File: src/rtl/rtc_alarm_pkg.sv
package rtc_alarm_pkg;
    localparam int FIELD_CNT = 4;
    localparam int DATA_W    = 8;
    localparam int IDX_W     = $clog2(FIELD_CNT);
    localparam int MASK_BIT  = DATA_W - 1;

    localparam int F_SEC  = 0;
    localparam int F_MIN  = 1;
    localparam int F_HOUR = 2;
    localparam int F_DAY  = 3;

    typedef enum logic [1:0] {SQ_IDLE, SQ_EVAL, SQ_PULSE} seq_state_t;
    typedef enum logic [2:0] {RP_MONTH, RP_DAY, RP_HOUR, RP_MIN, RP_SEC} repeat_t;

    typedef logic [FIELD_CNT-1:0][DATA_W-1:0] alarm_bank_t;

    function automatic logic bcd_in_range(input logic [3:0] tens, input logic [3:0] units,
                                          input int lo, input int hi);
        int v;
        v = int'(tens) * 10 + int'(units);
        return (units <= 4'd9) && (v >= lo) && (v <= hi);
    endfunction

    function automatic logic field_ok(input logic [IDX_W-1:0] idx, input logic [DATA_W-1:0] v);
        logic ok;
        unique case (int'(idx))
            F_SEC, F_MIN: ok = bcd_in_range({1'b0, v[6:4]}, v[3:0], 0, 59);
            F_HOUR:       ok = bcd_in_range({2'b00, v[5:4]}, v[3:0], 0, 23);
            default:      ok = bcd_in_range({3'b000, v[4]}, v[3:0], 1, 19);
        endcase
        return ok;
    endfunction
endpackage

File: src/rtl/rtc_alarm_regs.sv
module rtc_alarm_regs
    import rtc_alarm_pkg::*;
(
    input  logic              clk,
    input  logic              rst,
    input  logic              wr_en,
    input  logic [IDX_W-1:0]  addr,
    input  logic [DATA_W-1:0] wdata,
    output logic [DATA_W-1:0] rdata,
    output alarm_bank_t       alarm_q
);
    for (genvar g = 0; g < FIELD_CNT; g++) begin : g_field
        logic hit_wr;
        assign hit_wr = wr_en && (addr == IDX_W'(g)) && field_ok(IDX_W'(g), wdata);
        always_ff @(posedge clk) begin
            if (rst)
                alarm_q[g] <= '0;
            else if (hit_wr)
                alarm_q[g] <= wdata;
        end
    end

    assign rdata = alarm_q[addr];
endmodule

File: src/rtl/rtc_alarm_match.sv
module rtc_alarm_match
    import rtc_alarm_pkg::*;
(
    input  alarm_bank_t       alarm_q,
    input  logic [DATA_W-1:0] now_sec,
    input  logic [DATA_W-1:0] now_min,
    input  logic [DATA_W-1:0] now_hour,
    input  logic [DATA_W-1:0] now_day,
    output repeat_t           period,
    output logic              hit
);
    logic [FIELD_CNT-1:0] mask;
    logic sec_eq, min_eq, hour_eq, day_eq;

    for (genvar g = 0; g < FIELD_CNT; g++) begin : g_mask
        assign mask[g] = alarm_q[g][MASK_BIT];
    end

    assign sec_eq  = alarm_q[F_SEC][6:0]  == now_sec[6:0];
    assign min_eq  = alarm_q[F_MIN][6:0]  == now_min[6:0];
    assign hour_eq = alarm_q[F_HOUR][5:0] == now_hour[5:0];
    assign day_eq  = alarm_q[F_DAY][4:0]  == now_day[4:0];

    always_comb begin
        unique case (mask)
            4'b0000: period = RP_MONTH;
            4'b1000: period = RP_DAY;
            4'b1100: period = RP_HOUR;
            4'b1110: period = RP_MIN;
            default: period = RP_SEC;
        endcase
    end

    always_comb begin
        unique case (period)
            RP_MONTH: hit = sec_eq && min_eq && hour_eq && day_eq;
            RP_DAY:   hit = sec_eq && min_eq && hour_eq;
            RP_HOUR:  hit = sec_eq && min_eq;
            RP_MIN:   hit = sec_eq;
            default:  hit = 1'b1;
        endcase
    end
endmodule

File: src/rtl/rtc_alarm_seq.sv
module rtc_alarm_seq
    import rtc_alarm_pkg::*;
(
    input  logic clk,
    input  logic rst,
    input  logic tick,
    input  logic hit,
    output logic irq
);
    seq_state_t state_q, state_d;
    logic       hit_q;

    always_ff @(posedge clk) begin
        if (rst) begin
            state_q <= SQ_IDLE;
            hit_q   <= 1'b0;
        end else begin
            state_q <= state_d;
            if (state_q == SQ_IDLE && tick)
                hit_q <= hit;
        end
    end

    always_comb begin
        state_d = state_q;
        unique case (state_q)
            SQ_IDLE:  if (tick) state_d = SQ_EVAL;
            SQ_EVAL:  state_d = hit_q ? SQ_PULSE : SQ_IDLE;
            SQ_PULSE: state_d = SQ_IDLE;
            default:  state_d = SQ_IDLE;
        endcase
    end

    always_comb begin
        irq = (state_q == SQ_PULSE);
    end
endmodule

File: src/rtl/rtc_alarm_unit.sv
module rtc_alarm_unit
    import rtc_alarm_pkg::*;
(
    input  logic              clk,
    input  logic              rst,
    input  logic              wr_en,
    input  logic [IDX_W-1:0]  addr,
    input  logic [DATA_W-1:0] wdata,
    output logic [DATA_W-1:0] rdata,
    input  logic              tick,
    input  logic [DATA_W-1:0] now_sec,
    input  logic [DATA_W-1:0] now_min,
    input  logic [DATA_W-1:0] now_hour,
    input  logic [DATA_W-1:0] now_day,
    output logic              irq
);
    alarm_bank_t alarm_q;
    repeat_t     period;
    logic        hit;

    rtc_alarm_regs u_regs (
        .clk(clk), .rst(rst), .wr_en(wr_en), .addr(addr),
        .wdata(wdata), .rdata(rdata), .alarm_q(alarm_q)
    );

    rtc_alarm_match u_match (
        .alarm_q(alarm_q), .now_sec(now_sec), .now_min(now_min),
        .now_hour(now_hour), .now_day(now_day), .period(period), .hit(hit)
    );

    rtc_alarm_seq u_seq (
        .clk(clk), .rst(rst), .tick(tick), .hit(hit), .irq(irq)
    );
endmodule

File: config.mk
export PLATFORM = sky130hd
export DESIGN_NAME = rtc_alarm_unit
export DESIGN_NICKNAME = d
export VERILOG_FILES = /design/src/rtl/rtc_alarm_pkg.sv /design/src/rtl/rtc_alarm_regs.sv /design/src/rtl/rtc_alarm_match.sv /design/src/rtl/rtc_alarm_seq.sv /design/src/rtl/rtc_alarm_unit.sv
export SDC_FILE = /design/constraint.sdc
export NUM_CORES = 1
export LEC_CHECK = 0
export BUFFER_PORTS_ARGS = -buffer_cell sky130_fd_sc_hd__clkbuf_2
export CORE_ASPECT_RATIO = 0.9
export CORE_UTILIZATION = 45
export CTS_BUF_LIST = sky130_fd_sc_hd__clkbuf_8 sky130_fd_sc_hd__clkbuf_16
export DETAILED_ROUTE_END_ITERATION = 12
export GPL_ROUTABILITY_DRIVEN = 0
export GPL_TIMING_DRIVEN = 0
export PLACE_DENSITY = 0.67
export SYNTH_ARGS = -nofsm -noshare
export SYNTH_HDL_FRONTEND = slang
export SYNTH_HIERARCHICAL = 1
export SYNTH_SLANG_ARGS = --single-unit
export TNS_END_PERCENT = 100
File: constraint.sdc
create_clock -name clk -period 4.6 [get_ports clk]
set_input_delay 0.92 -clock clk [delete_from_list [all_inputs] [get_ports clk]]
set_output_delay 0.92 -clock clk [all_outputs]
set_load 0.05 [all_outputs]
After elaboration in Yosys (flattened, before gate mapping):

Index checks and enable logic that the tools add are counted.

* reduce and logical (&&, ||, !) cells: 22
* multiplexer cells: 7
* bitwise gates (word level): 0
* $mul: 3
* $add $sub $neg: 3
* $lt $le $gt $ge: 8
* equality and inequality tests: 16
* divide/modulo/power cells: 0
* shifts and indexed selects: 0

Operator list (count)
* adder 32 x 5 -> 32 bit: 3
* >= comparator 32 x 1 -> 1 bit, second input constant: 2
* less-or-equal comparator 32 x 6 -> 1 bit, second input constant: 2
* >= comparator 32 x 2 -> 1 bit, second input constant: 1
* less-or-equal comparator 32 x 7 -> 1 bit, second input constant: 1
* logical AND 1 bit: 18
* binary-select mux 8 bit (select 2 bit): 1
* equality test 7 bit: 2
* equality test 4 bit, second input constant: 3
* one-hot mux 3 bit (4 select lines): 1
* 2-to-1 mux 8 bit: 1
* equality test 2 bit, second input constant: 3
* equality test 3 x 2 -> 1 bit, second input constant: 2
* equality test 6 bit: 1
* multiplier 3 x 3 -> 6 bit, second input constant: 1
* equality test 5 bit: 1
* multiplier 2 x 3 -> 5 bit, second input constant: 1
* equality test 2 x 1 -> 1 bit, second input constant: 2
* less-or-equal comparator 4 bit, second input constant: 1
* zero test 2 bit: 2
* zero test 4 bit: 1
* multiplier 1 x 3 -> 4 bit, second input constant: 1
* 2-to-1 mux 2 bit: 2
* one-hot mux 1 bit (4 select lines): 1
* 5 further kinds: 5

* register bits: 35
* word-level logic and storage cells: 65
* RAM bits: 0
* ROM bits: 0
* output and inout bits: 9
* memories: 0
* latch bits: 0
* input port bits: 46

Depth between registers and ports, before layout:

Gate-level depths: netlist (run 1).

* word-level depth: 6
* mapped depth: 8
* mapped depth without buffers: 7

Cells and area by module:

The synthesis (run 1) kept the hierarchy.

By module, submodules not included
* rtc_alarm_regs: seq. area each 640.6 um^2, area an instance 1783.0 um^2, cells an instance 166, instances 1
* rtc_alarm_match: seq. area each 0.0 um^2, area an instance 330.3 um^2, cells an instance 40, instances 1
* rtc_alarm_seq: seq. area each 60.1 um^2, area an instance 120.1 um^2, cells an instance 11, instances 1

Least setup slack after synthesis (run 1):

Ideal clock, no wire load.

* path kind: in2out
* start: input addr[1]
* end: output rdata[0]
* arrival time: 1.973 ns
* stages: 2
* slack: 1.707 ns
* required time: 3.680 ns
* buffers on the path: 1
* path through: buf_1 mux4_2

* longest elaborated chain between the ends: 2

RTL lines
* start: declaration: line rtc_alarm_unit.sv:7 `input logic [IDX_W-1:0] addr,`
* binary-select mux 8 bit (select 2 bit): line rtc_alarm_regs.sv:23 `assign rdata = alarm_q[addr];`
* 2-to-1 mux 8 bit (not written as such): line rtc_alarm_regs.sv:23
* end: declaration: line rtc_alarm_unit.sv:9 `output logic [DATA_W-1:0] rdata,`

Every way passes these cells. The select of a mux whose other input is x is not followed.

Worst setup path after layout (run 1):

Ends and elaborated chain as after synthesis.

==> results of run 1 <==
[critical path: cells and delay by family]
| kind | cells | cell delay, ps |
|---|---|---|
| buffers and inverters | 3 | 880 |
| multiplexers | 1 | 600 |
[final cells by class]
class | instances | area [um2] | share of cell area [%]
Multi-Input combinational cell | 169 | 1470 | 55.1
Sequential cell | 35 | 701 | 26.3
Clock inverter | 3 | 63.8 | 2.40
Timing Repair Buffer | 47 | 235 | 8.83
Tap cell | 62 | 77.6 | 2.91
Buffer | 9 | 41.3 | 1.55
Inverter | 2 | 7.51 | 0.282
Clock buffer | 5 | 68.8 | 2.58
[power groups by stage]
stage                     Clock [mW]  Sequential, mW  Combinational (mW)
after global placement             0           0.328               0.139
after floorplan                    0           0.326              0.0972
after global routing           0.350           0.323               0.156
after detailed placement           0           0.329               0.141
final                          0.333           0.322               0.142
after CTS                      0.335           0.322               0.142
[state kept, by name, indices dropped and copies added (netlist names)]
| register | count |
|---|---|
| u_regs/alarm_q | 32 |
| u_seq/state_q | 2 |
| u_seq/hit_q | 1 |
[worst min path at each step]
stage,from,to,slack [ps],depth (start not counted)
2_1_floorplan,u_seq/hit_q,u_seq/state_q[1],420,2
3_3_place_gp,u_seq/hit_q,u_seq/state_q[1],430,2
3_5_place_dp,u_seq/hit_q,u_seq/state_q[1],430,2
4_1_cts,u_seq/hit_q,u_seq/state_q[1],440,2
5_1_grt,u_seq/hit_q,u_seq/state_q[1],500,2
6_report,u_seq/hit_q,u_seq/state_q[1],440,2
[per-layer routing]
metal | vias up | track usage, % | share of wire, %
li1 | 874 | - | -
met1 | 775 | 30.2 | 49
met2 | 54 | 36.1 | 44
met3 | 6 | 4.34 | 6.2
met4 | 0 | 7.45 | 1.0
met5 | - | 0 | 0
==> qor.yml, run 1 <==
io_pins: 55
post_drt_wl_per_cell_um: 15.9
n_fill_cell: 424
dpl.hpwl_um: 4070
reg2reg_from: "u_regs/alarm_q[0]"
row_count: 23
htreeDepth: 2
cp_slowest_cell: "mux4_2"
outcome: "complete, no violations"
clockBufferDepth: 2
yosysWarnings: 6
overflow: 0
grt_pass1_wl_um: 8710
antenna_found_initial: 0
route.detailed.drc: 0
r2r_slack_ps: 3010
final_cell_area_um2: 2660
drtPass1Iterations: 4
cp.required_ps: 3680
switching_share_pct: 25.7
max-cap-violations: 0
end_kind: "primary output"
fin_crit_ps: 3320
crit_type: "primary input to primary output"
slew-limit-headroom_pct: 55.5
postLayoutCoreUtil_pct: 57.8
core_region_area_um2: 4600
slowest_delay_ps: 600
fmax_mhz: 301
clk_pin_slew_ps: 70
num_vias: 1709
grt_pass1_vias: 1679
pwr-share-comb_pct: 17.8
layout-drive-gt1-share_pct: 26.7
clk_latency_ps: 290
layout.cells.non_filler: 332
cts.sinks: 35
power.density_nw_per_um2: 299
mostFrequentLayoutCells: "clkbuf_2, dfxtp_1, nand2b_1, mux2i_1, xor2_1"
antennaDiodeCount: 0
cts_hold_buffers: 0
cts_tree: "built"
rsz0062_at_grt: "no"
place_area_um2: 2530
crit_top_cell: "clkbuf_2"
crit_arrival_ps: 2400
syn_nets: 270
p_sw_uw: 205
antenna_left: 0
regToRegEndpoint: "u_seq/hit_q"
grt_usage_pct: 22.3
die_w_um: 76.0
pwr-share-clk_pct: 41.8
post_cts_buffers: 0
critPathMaxFanout: 10
clock_skew_ps: 1.96
cts_root_buf: "clkbuf_8"
holdWs_ps: 443
cp-startpoint: "addr[1]"
post-place-cells: 324
crit_chain: "clkbuf_2, buf_1, mux4_2, clkbuf_2"
setup_viol: 0
slew_violations: 0
syn_area_um2: 2220
p_leak_nw: 1.22
synthCells: 215
cts_buffers: 5
ir_drop_mv: 0.163
drt_wl_total_um: 5280
final_common_cell: "clkbuf_2"
start_util_pct: 48.2
drt_iter0_drc: 111
die-area_um2: 5210
dpl_worst_slack_ps: 1270
endpoint: "rdata[0]"
grt_start_max_net_pins: 12
pwr-share-seq_pct: 40.4
layout.nets: 324
via_per_inst: 5.15
synthToLayoutAreaGrowth_pct: 20.1
finalHoldViolations: 0
setup_ws_ps: 1280
avgSynthCellArea_um2: 10.3
cts-resized-gates: 0
worstMarginPinSlew_ps: 668
fin_tns_setup_ps: 0
post-route-period-util_pct: 72.2
hold_class: "flop to flop"
cell_internal_pwr_uw: 592
start_kind: "primary input"
power_uw: 797
die_height_um: 68.6
portBuffers: 47
r2r_cells: 6
Power figures use the tool's default switching activity.
==> run 2, diff against run 1 <==
--- a/config.mk
+++ b/config.mk
@@ -12,7 +12,7 @@
 export DETAILED_ROUTE_END_ITERATION = 12
 export GPL_ROUTABILITY_DRIVEN = 0
 export GPL_TIMING_DRIVEN = 0
-export PLACE_DENSITY = 0.67
+export PLACE_DENSITY = 0.7
 export SYNTH_ARGS = -nofsm -noshare
 export SYNTH_HDL_FRONTEND = slang
 export SYNTH_HIERARCHICAL = 1
==> constraint.sdc (replaced) <==
create_clock -name clk -period 2.7 [get_ports clk]
set_input_delay 0.54 -clock clk [delete_from_list [all_inputs] [get_ports clk]]
set_output_delay 0.54 -clock clk [all_outputs]
set_load 0.05 [all_outputs]
==> run 2 against run 1 <==
  * Sequential share of layout area grew 0.48 points
  * Clock skew grew 5.2 ps
  * Combinational power grew 69%
  * Register-to-register slack lost 1800 ps
  * Die area is the same
  * Non-clock buffer count is the same
  * Largest power group is now registers
  * Highest routed layer unchanged
==> qor.yml, run 2 (synthesized netlist as in run 1, its figures left out) <==
post_cts_buffers: 0
largest_reg_flops: 32
cp_slowest_cell: "mux4_2"
route.detailed.drc: 0
fin_tns_setup_ps: 0
clockBufferDepth: 2
post_drt_wl_per_cell_um: 15.6
die-area_um2: 5210
path_delay_family: "buffers and inverters"
start_util_pct: 48.2
via_per_inst: 5.17
layout.nets: 324
core_region_area_um2: 4600
slew-limit-headroom_pct: 58.5
grt_start_max_net_pins: 12
layout-drive-gt1-share_pct: 26.7
post-route-period-util_pct: 93.6
crit_arrival_ps: 1990
crit_chain: "clkbuf_2, buf_1, mux4_2, clkbuf_2"
crit_top_cell: "clkbuf_2"
fin_crit_ps: 2530
dpl.hpwl_um: 4050
grt_pass1_wl_um: 8630
final_common_cell: "clkbuf_2"
overflow: 0
slowest_delay_ps: 590
critPathMaxFanout: 10
die_height_um: 68.6
clock_skew_ps: 7.15
max-cap-violations: 0
finalHoldViolations: 0
p_leak_nw: 1.19
clk_pin_slew_ps: 80
grt_pass1_vias: 1795
top_regs: "u_regs/alarm_q x32, u_seq/state_q x2, u_seq/hit_q x1"
htreeDepth: 2
drt_wl_total_um: 5190
critPathBufInv: 3
clk_latency_ps: 290
cts_tree: "built"
setup_viol: 0
antenna_left: 0
cts_buffers: 5
hold_class: "flop to flop"
cts.sinks: 35
io_pins: 55
synthToLayoutAreaGrowth_pct: 17.9
setup_ws_ps: 173
cts_hold_buffers: 0
portBuffers: 47
row_count: 23
cp.required_ps: 2160
start_kind: "primary input"
drt_iter0_drc: 90
rsz0062_at_grt: "no"
power_mw: 1.17
drtPass1Iterations: 4
n_fill_cell: 434
largest_register: "u_regs/alarm_q"
outcome: "complete, no violations"
dpl_worst_slack_ps: -82.4
worstMarginPinSlew_ps: 622
power.density_nw_per_um2: 447
antennaDiodeCount: 0
crit_type: "primary input to primary output"
place_area_um2: 2530
num_vias: 1717
cts-resized-gates: 0
slew_violations: 0
ir_drop_mv: 0.266
cts_root_buf: "clkbuf_8"
grt_usage_pct: 22.2
antenna_found_initial: 0
fmax_mhz: 396
final_cell_area_um2: 2620
mostFrequentLayoutCells: "clkbuf_2, dfxtp_1, nand2b_1, mux2i_1, xor2_1"
die_w_um: 76.0
end_kind: "primary output"
holdWs_ps: 461
## run 2: cell count changes in the layout (fill, tap and decap cells not counted), sizes merged
cell,change
clkinvlp,+1
clkinv,+1
bufinv,-2
## run 2: through the flow
step / cells / util (%)
3_5_place_dp: 324 / 54.9
6_report: 332 / 56.8
2_1_floorplan: 215 / -
3_3_place_gp: 324 / 54.9
5_1_grt: 332 / 56.8
4_1_cts: 332 / 56.8
## run 2: tightest hold or removal path, cell delays in order, from the launching register on
cell,delay [ps]
dfxtp_1,310
nand2_1,60
nor3_1,40
## run 2: final timing paths
path	start	endpoint	slack, ps	depth (start not counted)
worst min register to register	u_seq/hit_q	u_seq/state_q[1]	460	2
worst max register to register	u_regs/alarm_q[0]	u_seq/hit_q	1180	6
worst max-delay path	addr[1]	rdata[0]	170	4
worst min-delay path	u_seq/hit_q	u_seq/state_q[1]	460	2
## run 2: power breakdown
group	leakage, nW	switching [mW]	internal (mW)
Sequential	0.283	0.0158	0.532
Combinational	0.864	0.130	0.111
Clock	0.0453	0.203	0.177
Total	1.19	0.349	0.820
## run 2: metal layers
layer  wire length, um  global-route usage [%]  up-vias
met4                23                    5.53        0
li1                  -                       -      876
met1              2590                    29.3      784
met2              2280                    36.9       53
met3               297                    5.92        4
met5                 0                       0        -
## run 2: area by class of cell
class	count	area (um2)	area share, %
Sequential cell	35	701	26.8
Clock inverter	3	16.3	0.622
Multi-Input combinational cell	169	1470	56.1
Clock buffer	5	68.8	2.63
Timing Repair Buffer	47	235	9.00
Inverter	2	7.51	0.287
Tap cell	62	77.6	2.97
Buffer	9	41.3	1.58
==> run 3, diff against run 2 <==
--- a/config.mk
+++ b/config.mk
@@ -9,10 +9,12 @@
 export CORE_ASPECT_RATIO = 0.9
 export CORE_UTILIZATION = 45
 export CTS_BUF_LIST = sky130_fd_sc_hd__clkbuf_8 sky130_fd_sc_hd__clkbuf_16
+export CTS_CLUSTER_SIZE = 12
 export DETAILED_ROUTE_END_ITERATION = 12
 export GPL_ROUTABILITY_DRIVEN = 0
 export GPL_TIMING_DRIVEN = 0
 export PLACE_DENSITY = 0.7
+export RECOVER_POWER = 100
 export SYNTH_ARGS = -nofsm -noshare
 export SYNTH_HDL_FRONTEND = slang
 export SYNTH_HIERARCHICAL = 1
==> run 3 against run 2 <==
  * Non-clock buffer count did not move
  * Largest power group unchanged
  * Maximum frequency hardly changed
  * Global-route usage is the same
  * Combinational power about the same
  * Sequential power barely moved
  * Cell area shrank 0.43%
  * Clock-buffer cell count unchanged
  * Highest routed layer unchanged
==> qor.yml, run 3 (synthesized netlist as in run 1, its figures left out) <==
post_cts_buffers: 0
die_w_um: 76.0
route.detailed.drc: 0
core_region_area_um2: 4600
cp.required_ps: 2160
cts.sinks: 35
end_kind: "primary output"
rsz0062_at_grt: "no"
final_common_cell: "clkbuf_2"
largest_reg_flops: 32
antenna_found_initial: 0
critPathMaxFanout: 10
clk_latency_ps: 290
start_kind: "primary input"
via_per_inst: 5.17
power_mw: 1.17
hold_depth: 2
holdWs_ps: 461
portBuffers: 47
crit_arrival_ps: 1990
clock_skew_ps: 7.60
wl_met2_um: 2300
finalHoldViolations: 0
clk_pin_slew_ps: 80
grt_pass1_wl_um: 8630
antennaDiodeCount: 0
post_drt_wl_per_cell_um: 15.6
top_layer_used: "met4"
p_leak_nw: 1.18
power.density_nw_per_um2: 449
p_sw_uw: 350
min_from: "u_seq/hit_q"
crit_chain: "clkbuf_2, clkbuf_1, mux4_2, clkbuf_2"
clockBufferDepth: 2
grt_start_max_net_pins: 12
pwr-share-clk_pct: 32.7
grt_pass1_vias: 1795
route.met3.wl_um: 275
slew_violations: 0
drtPass1Iterations: 4
die_height_um: 68.6
max-cap-violations: 0
regToRegEndpoint: "u_seq/hit_q"
num_vias: 1716
cts-resized-gates: 0
htreeDepth: 2
io_pins: 55
switching_share_pct: 29.9
mostFrequentLayoutCells: "clkbuf_2, dfxtp_1, nand2b_1, mux2i_1, xor2_1"
cell_internal_pwr_uw: 819
pwr-share-comb_pct: 20.4
r2r_slack_ps: 1170
row_count: 23
cp_slowest_cell: "mux4_2"
slowest_delay_ps: 590
pwr-share-seq_pct: 46.9
largest_register: "u_regs/alarm_q"
min_to: "u_seq/state_q[1]"
cts_tree: "built"
antenna_left: 0
cts_buffers: 5
dpl.hpwl_um: 4050
worstMarginPinSlew_ps: 935
fmax_mhz: 396
drt_wl_total_um: 5190
r2r_cells: 6
hold_class: "flop to flop"
outcome: "complete, no violations"
drt_iter0_drc: 95
met1_length_um: 2590
grt_usage_pct: 22.2
cts_hold_buffers: 0
post-route-period-util_pct: 93.6
overflow: 0
synthToLayoutAreaGrowth_pct: 17.4
layout.nets: 324
fin_crit_ps: 2530
crit_type: "primary input to primary output"
slew-limit-headroom_pct: 36.0
layout-drive-gt1-share_pct: 24.8
top_regs: "u_regs/alarm_q x32, u_seq/state_q x2, u_seq/hit_q x1"
cts_root_buf: "clkbuf_8"
start_util_pct: 48.2
setup_viol: 0
ir_drop_mv: 0.266
reg2reg_from: "u_regs/alarm_q[0]"
crit_top_cell: "clkbuf_2"
die-area_um2: 5210
run 3: changes by cell type in the layout (fill, tap and decap cells not counted):
cell | previous run | this run
a2111oi_2 | 1 | 0
a2111oi_0 | 0 | 1
clkbuf_1 | 4 | 9
buf_1 | 1 | 0
buf_2 | 3 | 1
clkbuf_2 | 47 | 45
run 3: final cells by class:
class	instances	area [um2]
plain buffers	9	38.8
clock buffers	5	68.8
clock inverters	3	16.3
fillers	439	2000
inverters	2	7.51
multi-input cells	169	1460
flip-flops and latches	35	701
well taps	62	77.6
repair buffers	47	233
run 3: power groups by stage:
stage / Clock [mW] / Sequential (mW) / Combinational [mW]
global route: 0.415 / 0.551 / 0.263
floorplan: 0 / 0.555 / 0.166
CTS: 0.387 / 0.548 / 0.241
detailed placement: 0 / 0.560 / 0.240
global placement: 0 / 0.560 / 0.238
finish: 0.382 / 0.548 / 0.239
run 3: how the worst max path moves through the flow:
stage / endpoint / from / slack (ps) / depth (start not counted)
5_1_grt: u_regs/alarm_q[8] / wdata[1] / 50 / 8
4_1_cts: rdata[0] / addr[1] / 170 / 4
2_1_floorplan: u_regs/alarm_q[10] / wdata[1] / 340 / 7
3_3_place_gp: u_regs/alarm_q[9] / wdata[4] / -50 / 8
3_5_place_dp: u_regs/alarm_q[11] / wdata[1] / -80 / 8
6_report: rdata[0] / addr[1] / 170 / 4
run 3: worst max-delay path: cells and delay by family:
family / cells / cell delay [ps]
buffers and inverters: 3 / 850
multiplexers: 1 / 590
run 3: per-stage QoR:
| stage | setup TNS, ps | worst slack (ps) | instances | area (um2) | util (%) |
|---|---|---|---|---|---|
| 2_1_floorplan | 0 | 342 | 215 | 2220 | - |
| 3_3_place_gp | -375 | -54.4 | 324 | 2530 | 54.9 |
| 3_5_place_dp | -548 | -82.4 | 324 | 2530 | 54.9 |
| 4_1_cts | 0 | 166 | 332 | 2620 | 56.8 |
| 5_1_grt | 0 | 51.9 | 332 | 2600 | 56.5 |
| 6_report | 0 | 173 | 332 | 2600 | 56.5 |
run 3: routing by layer:
metal / up-vias / track usage (%)
met3: 4 / 5.92
met4: 0 / 5.53
met5: - / 0
li1: 874 / -
met1: 793 / 29.3
met2: 45 / 36.9
